--- src/rtl/irq_redir_regs.sv ---
module irq_redir_regs #(
  parameter int          NUM_ENTRIES = 24,
  parameter logic [7:0]  VERSION     = 8'h11,
  parameter logic [7:0]  INIT_ID     = 8'h05,
  parameter int          ADDR_W      = 8
) (
  input  logic                       clk,
  input  logic                       rst_n,
  input  logic                       bus_valid,
  input  logic                       bus_write,
  input  logic [ADDR_W-1:0]          bus_addr,
  input  logic [31:0]                bus_wdata,
  output logic [31:0]                bus_rdata,
  output logic                       bus_err,
  output logic [NUM_ENTRIES*8-1:0]   vec_o,
  output logic [NUM_ENTRIES*3-1:0]   dlv_o,
  output logic [NUM_ENTRIES-1:0]     dmode_o,
  output logic [NUM_ENTRIES-1:0]     pol_o,
  output logic [NUM_ENTRIES-1:0]     trig_o,
  output logic [NUM_ENTRIES-1:0]     mask_o,
  output logic [NUM_ENTRIES*8-1:0]   dest_o
);
  localparam int          TBL_END = 16 + 2 * NUM_ENTRIES;
  localparam logic [31:0] LO_KEEP = 32'h0001_AFFF;
  localparam logic [31:0] LO_RST  = 32'h0001_0000;
  localparam logic [7:0]  CNT_M1  = 8'(NUM_ENTRIES - 1);
  localparam logic [ADDR_W-1:0] OFF_SEL = '0;
  localparam logic [ADDR_W-1:0] OFF_WIN = ADDR_W'(16);

  logic [7:0]  sel_q, id_q, arb_q;
  logic [31:0] lo_q  [NUM_ENTRIES];
  logic [7:0]  dst_q [NUM_ENTRIES];
  logic [31:0] rd_mux;

  wire hit_sel = bus_valid && (bus_addr == OFF_SEL);
  wire hit_win = bus_valid && (bus_addr == OFF_WIN);
  wire illegal = bus_valid && !hit_sel && !hit_win;
  wire win_wr  = hit_win && bus_write;

  wire [7:0] ent_off = sel_q - 8'h10;
  wire [6:0] ent_idx = ent_off[7:1];
  wire       is_tbl  = (sel_q >= 8'h10) && (int'(sel_q) < TBL_END);

  always_ff @(posedge clk) begin
    if (!rst_n) begin
      sel_q <= '0;
      id_q  <= INIT_ID;
      arb_q <= INIT_ID;
    end else begin
      if (hit_sel && bus_write) sel_q <= bus_wdata[7:0];
      if (win_wr && sel_q == 8'd0) id_q  <= bus_wdata[31:24];
      if (win_wr && sel_q == 8'd2) arb_q <= bus_wdata[31:24];
    end
  end

  for (genvar i = 0; i < NUM_ENTRIES; i++) begin : g_ent
    wire hit = win_wr && is_tbl && (ent_idx == 7'(i));
    always_ff @(posedge clk) begin
      if (!rst_n) begin
        lo_q[i]  <= LO_RST;
        dst_q[i] <= '0;
      end else if (hit) begin
        if (sel_q[0]) dst_q[i] <= bus_wdata[31:24];
        else          lo_q[i]  <= bus_wdata & LO_KEEP;
      end
    end
    assign vec_o[i*8 +: 8]  = lo_q[i][7:0];
    assign dlv_o[i*3 +: 3]  = lo_q[i][10:8];
    assign dmode_o[i]       = lo_q[i][11];
    assign pol_o[i]         = lo_q[i][13];
    assign trig_o[i]        = lo_q[i][15];
    assign mask_o[i]        = lo_q[i][16];
    assign dest_o[i*8 +: 8] = dst_q[i];
  end

  always_comb begin
    rd_mux = '0;
    if (hit_sel) rd_mux = {24'h0, sel_q};
    else if (hit_win) begin
      case (sel_q)
        8'd0:    rd_mux = {id_q, 24'h0};
        8'd1:    rd_mux = {8'h00, CNT_M1, 8'h00, VERSION};
        8'd2:    rd_mux = {arb_q, 24'h0};
        default: if (is_tbl) rd_mux = sel_q[0] ? {dst_q[ent_idx], 24'h0} : lo_q[ent_idx];
      endcase
    end
  end

  always_ff @(posedge clk) begin
    if (!rst_n) begin
      bus_rdata <= '0;
      bus_err   <= 1'b0;
    end else begin
      bus_rdata <= (bus_valid && !bus_write) ? rd_mux : 32'h0;
      bus_err   <= illegal;
    end
  end


  sel_load_chk: assert property (@(posedge clk) disable iff (!rst_n)
    hit_sel && bus_write |=> sel_q == $past(bus_wdata[7:0]));

  id_load_chk: assert property (@(posedge clk) disable iff (!rst_n)
    win_wr && sel_q == 8'd0 |=> id_q == $past(bus_wdata[31:24]));

  version_read_chk: assert property (@(posedge clk) disable iff (!rst_n)
    hit_win && !bus_write && sel_q == 8'd1 |=> bus_rdata[23:16] == CNT_M1 && bus_rdata[7:0] == VERSION);

  undef_write_chk: assert property (@(posedge clk) disable iff (!rst_n)
    win_wr && sel_q > 8'd2 && int'(sel_q) >= TBL_END |=> $stable(mask_o) && $stable(dest_o) && $stable(vec_o));

  illegal_err_chk: assert property (@(posedge clk) disable iff (!rst_n)
    illegal |=> bus_err && bus_rdata == 32'h0 && $stable(sel_q));

  legal_noerr_chk: assert property (@(posedge clk) disable iff (!rst_n)
    !illegal |=> !bus_err);
endmodule

--- config.mk ---
export PLATFORM = sky130hd
export DESIGN_NAME = irq_redir_regs
export DESIGN_NICKNAME = d
export VERILOG_FILES = /design/src/rtl/irq_redir_regs.sv
export SDC_FILE = /design/constraint.sdc
export NUM_CORES = 1
export LEC_CHECK = 0
export BUFFER_PORTS_ARGS = -buffer_cell sky130_fd_sc_hd__buf_2
export CAP_MARGIN = 40
export CORE_MARGIN = 5
export CORE_UTILIZATION = 29
export CTS_CLUSTER_DIAMETER = 100
export DETAILED_ROUTE_END_ITERATION = 7
export GPL_TIMING_DRIVEN = 0
export SYNTH_ARGS = -nofsm -noshare
export SYNTH_HDL_FRONTEND = slang
export SYNTH_SLANG_ARGS = --single-unit
--- constraint.sdc ---
create_clock -name clk -period 12.15 [get_ports clk]
set_clock_uncertainty 0.1 [all_clocks]
set_input_delay 1.215 -clock clk [delete_from_list [all_inputs] [get_ports clk]]
set_output_delay 1.215 -clock clk [all_outputs]
set_load 0.01 [all_outputs]
# After elaboration in Yosys (flattened, before gate mapping)
# Memory sizes are Yosys's and may differ from the RTL's.
# Index checks and enable logic that the tools add are counted.
# word_totals
mem_bits_rw	552
output_inout_bits	585
ff_bits	57
input_bits	44
n_memories	2
# memory_table
memory	words	width	read_ports	rd_ports_with_merged_regs	wr	line	text
lo_q	24	15	25	0	24	31	logic [31:0] lo_q [NUM_ENTRIES];
dst_q	24	8	25	0	24	32	logic [7:0] dst_q [NUM_ENTRIES];
# classes
order_cmp	2
n_mux	200
n_eq_ne	26
addsub	1
n_bitwise	51
reduce_logical	43
# op_table
cell	count
15-bit 2-to-1 mux	24
8-bit 2-to-1 mux	26
1-bit 2-to-1 mux	147
32-bit case mux with 3 select lines	1
32-bit 2-to-1 mux	2
7-bit by 4-bit == test with 1-bit output, second input constant	8
7-bit by 5-bit == test with 1-bit output, second input constant	8
1-bit OR	48
1-bit logical AND	35
7-bit by 3-bit == test with 1-bit output, second input constant	4
8-bit zero test	2
7-bit by 2-bit == test with 1-bit output, second input constant	2
8-bit by 1-bit == test with 1-bit output, second input constant	1
8-bit by 2-bit == test with 1-bit output, second input constant	1
8-bit by 5-bit == test with 1-bit output, second input constant	1
8-bit by 5-bit >= comparator with 1-bit output, second input constant	1
8-bit by 7-bit less-than comparator with 1-bit output, second input constant	1
8-bit by 5-bit subtractor with 8-bit output, second input constant	1
7-bit by 1-bit == test with 1-bit output, second input constant	1
7-bit zero test	1
4-bit OR reduction	1
1-bit zero test	3
1-bit inverter	3
2-bit AND reduction	1

# Longest topological paths before layout
# depth
word_depth	9
ltp_mapped	11

# Worst setup path before layout
# Ideal clock, no wire load.
# synth_path
path_kind	input to register
startpoint	in bus_addr[1]
endpoint	mem lo_q[18][0] (netlist bit), enable pin
t_arrival_ns	3.765
setup_slack_ns	7.874
t_required_ns	11.639
path_stages	6
path_cell_list	nor3_1 > nand4_1 > nor4_1 > nand2_1 > buf_2 > o31ai_1
# synth_rtl
element	line	text
start, declared	11	input logic [ADDR_W-1:0] bus_addr,
end, declared	31	

# Final worst setup path
# layout_path
startpoint	reg sel_q[4]
endpoint	reg bus_rdata[2]
# layout_via
elab_chain_cells	7
# layout_lines
element	line	text
start, declared	30	logic [7:0] sel_q, id_q, arb_q;
start signal, assigned	50	if (hit_sel && bus_write) sel_q <= bus_wdata[7:0];
8-bit by 5-bit subtractor with 8-bit output	40	wire [7:0] ent_off = sel_q - 8'h10;
memory read 24 x 15 bit	-	
32-bit 2-to-1 mux (2 in series)	84	default: if (is_tbl) rd_mux = sel_q[0] ? {dst_q[ent_idx], 24'h0} : lo_q[ent_idx];
32-bit case mux with 3 select lines *	80	case (sel_q)
8-bit 2-to-1 mux *	79	else if (hit_win) begin
8-bit 2-to-1 mux *	78	if (hit_sel) rd_mux = {24'h0, sel_q};
end signal, assigned	94	bus_rdata <= (bus_valid && !bus_write) ? rd_mux : 32'h0;
end, declared	13	output logic [31:0] bus_rdata,
# Every way passes the cells marked *; elsewhere a longest branch is shown, timed or not.
# A chain may end at the register's enable or synchronous reset.

==> flow_summary.yaml <==
hold_path:
  min_path_cells: 2
  hold_path_class: "flop to flop"
placement:
  hpwlAfterDp_mm: 113
  portBuffers: 613
  dp_cells: 3932
  post_dp_cell_area_um2: 32500
  place.gp.congestion: 0.985
synthesis:
  synth_top_area_frac: 0.613
  synth_cells: 2002
  synth_top_area_cell: "edfxtp_1"
  synth.distinct_cells: 59
  syn-cell-area_um2: 27000
  ys_ff_latch: 601
  synth_edf_count: 552
  syn_area_per_cell_um2: 13.5
  seq_area_frac_synth: 0.650
  yosys_most_used_dff: "edfxtp_1"
  async_flop_share: 0
  ys_top_cells_by_area: "edfxtp_1 61%, mux4_2 8.6%, nor3_1 6.7%, dfxtp_1 3.6%, mux2i_1 3.3%"
  yosys_warnings: 0
floorplanning:
  die_area_um2: 99400
  die_h_um: 315
  std_cell_rows: 112
  io_pins: 629
  start_util: 0.291
  core_um2: 92900
  die_x_um: 315
global_routing:
  grtUsageTotal: 0.275
  grt_antenna_before_repair: 19
  grt_max_degree: 16
  grt_first_pass_wirelength_mm: 189
  grt_overflow_total: 0
  grt_pass1_vias: 21800
sta:
  tightest_slew_ns: 0.942
  fmax_ghz: 0.188
  post-route-min-period_ns: 5.33
  hold-worst-slack_ns: 0.384
  rsz0062_at_grt: "no"
  drv_slew: 0
  tns_ns: 0
  period_share: 0.439
  max-slew-margin-rel: 0.370
  hold_viol_final: 0
  setup_violations: 0
clock_network:
  cts_root_buf: "clkbuf_16"
  cts_hold_buf: 0
  cts_sinks: 601
  path_clk_slew_ns: 0.07
  worstSkewPairLatency_ns: 0.65
  h-tree-depth: 2
  postCtsSetupRepairBufs: 0
  clk_path_buf_depth: 3
  cts_made_buffers: 60
  cts_resized: 0
  cts_tree: "done"
cells_and_area:
  final_cell_mix: "680 x buf_2, 552 x edfxtp_1, 364 x nor3_1"
  stdcell_area_um2: 34600
  fillCellCount: 9081
  fin_util: 0.373
  final_common_cell: "buf_2"
  final_cell_count_no_fill: 4048
  syn_to_final_growth_pct: 28.1
  fin_nets: 2788
  drive_above_1_share: 0.364
power_and_ir_drop:
  irDropWorstVdd_mv: 0.114
  power.density_nw_per_um2: 138
  leakage_nw: 11.7
route:
  routed_wl_mm: 143
  drt.antenna.violating_nets: 0
  first_pass_iters: 7
  via_per_inst: 5.76
  drt_iter0_drc: 3915
  wl_per_cell_um: 35.4
  drcViolationCount: 0
  vias: 23300
setup_path:
  cp_cell_sequence: "buf_2, buf_2, inv_1, ha_1, clkbuf_1, or2_2, buf_1, clkbuf_1, o22ai_1, o41ai_1, clkdlybuf4s15_2"
  worstSetupPathType: "flop to flop"
  critical_path_arrival_ns: 5.79
  critPathMaxFanout: 10
  slowest_delay_ns: 0.74
  crit_required_ns: 12.62
  slowest_stage: "clkbuf_1"
  r2r.worst_path.cells: 11
  critPathLaunchType: "flop"
  end_kind: "flop"
run:
  drv_cap: 0
run_status:
  status: "completed"
-- sequential cells by signal (all words and copies together), names as in the netlist --
signal and count:
id_q 8, arb_q 8, bus_rdata 24, bus_err 1, dst_q 192, sel_q 8
lo_q 360
-- report_power, final --
group / switching, mW / internal, mW
logic: 0.214 / 0.112
clock network: 0.876 / 1.16
registers: 0.0844 / 2.34
-- kinds of logic (layout without fill, tap and decap cells) --
group / after synthesis / in the layout / synth area share
AO/OA/AOI/OAI: 186 / 186 / 0.0474
adder cells (fa/ha/maj): 3 / 3 / 0.00139
buffers and inverters: 194 / 978 / 0.0332
flip-flops: 601 / 601 / 0.650
multiplexers: 205 / 205 / 0.124
other: 1 / 9 / 0.000139
AND/OR/NAND/NOR: 812 / 812 / 0.144
-- per-stage QoR --
step,total power [mW],setup slack [ns]
floorplan,2.54,7.87
finish,4.79,6.82
global route,4.88,6.92
CTS,4.77,6.97
global placement,2.77,5.39
detailed placement,2.79,7.01
-- worst max-delay path, delay by kind of cell, from the launching register on --
family / cells / cell delay (ns)
AO/OA/AOI/OAI: 2 / 0.89
adder cells (fa/ha/maj): 1 / 0.38
buffers and inverters: 7 / 3.23
flip-flops: 1 / 0.40
AND/OR/NAND/NOR: 1 / 0.23
-- final timing paths --
kind / startpoint / to / slack, ns
worst min register to register: id_q[0] / id_q[0] / 0.38
worst max register to register: sel_q[4] / bus_rdata[2] / 6.82
worst min-delay path: id_q[0] / id_q[0] / 0.38
worst max-delay path: sel_q[4] / bus_rdata[2] / 6.82
-- layout make-up --
type,count,area [um2],area share
flip-flops and latches,601,17600,0.507
multi-input cells,1212,8790,0.254
repair buffers,672,3690,0.107
well taps,1254,1570,0.0453
clock buffers,63,1510,0.0437
plain buffers,188,876,0.0253
clock inverters,49,589,0.0170
inverters,6,22.5,0.000651
diodes,3,7.51,0.000217
-- layer usage --
layer  up-vias  track usage  routed length [um]
met3       395       0.0969               19800
met4         6        0.112                7740
met1     11700        0.346               50400
li1       9219            -                   -
met2      1950        0.436               65300
met5         -            0                  40
-- synthesized netlist by cell type (7+ instances only) --
cell / count
nand2_1: 136
o31ai_1: 25
mux4_2: 103
buf_4: 19
nand3_1: 35
nor3_1: 364
o22ai_1: 28
or3_1: 8
o221ai_1: 9
mux2_2: 14
a32oi_1: 7
a22oi_1: 23
buf_1: 23
nor2_1: 191
a211o_1: 7
nor2b_1: 29
dfxtp_1: 49
buf_2: 55
edfxtp_1: 552
a21oi_1: 13
mux2i_1: 88
o21ai_0: 38
nand4_1: 11
clkbuf_1: 87
o21bai_1: 7
(Power assumes the default switching activity.)
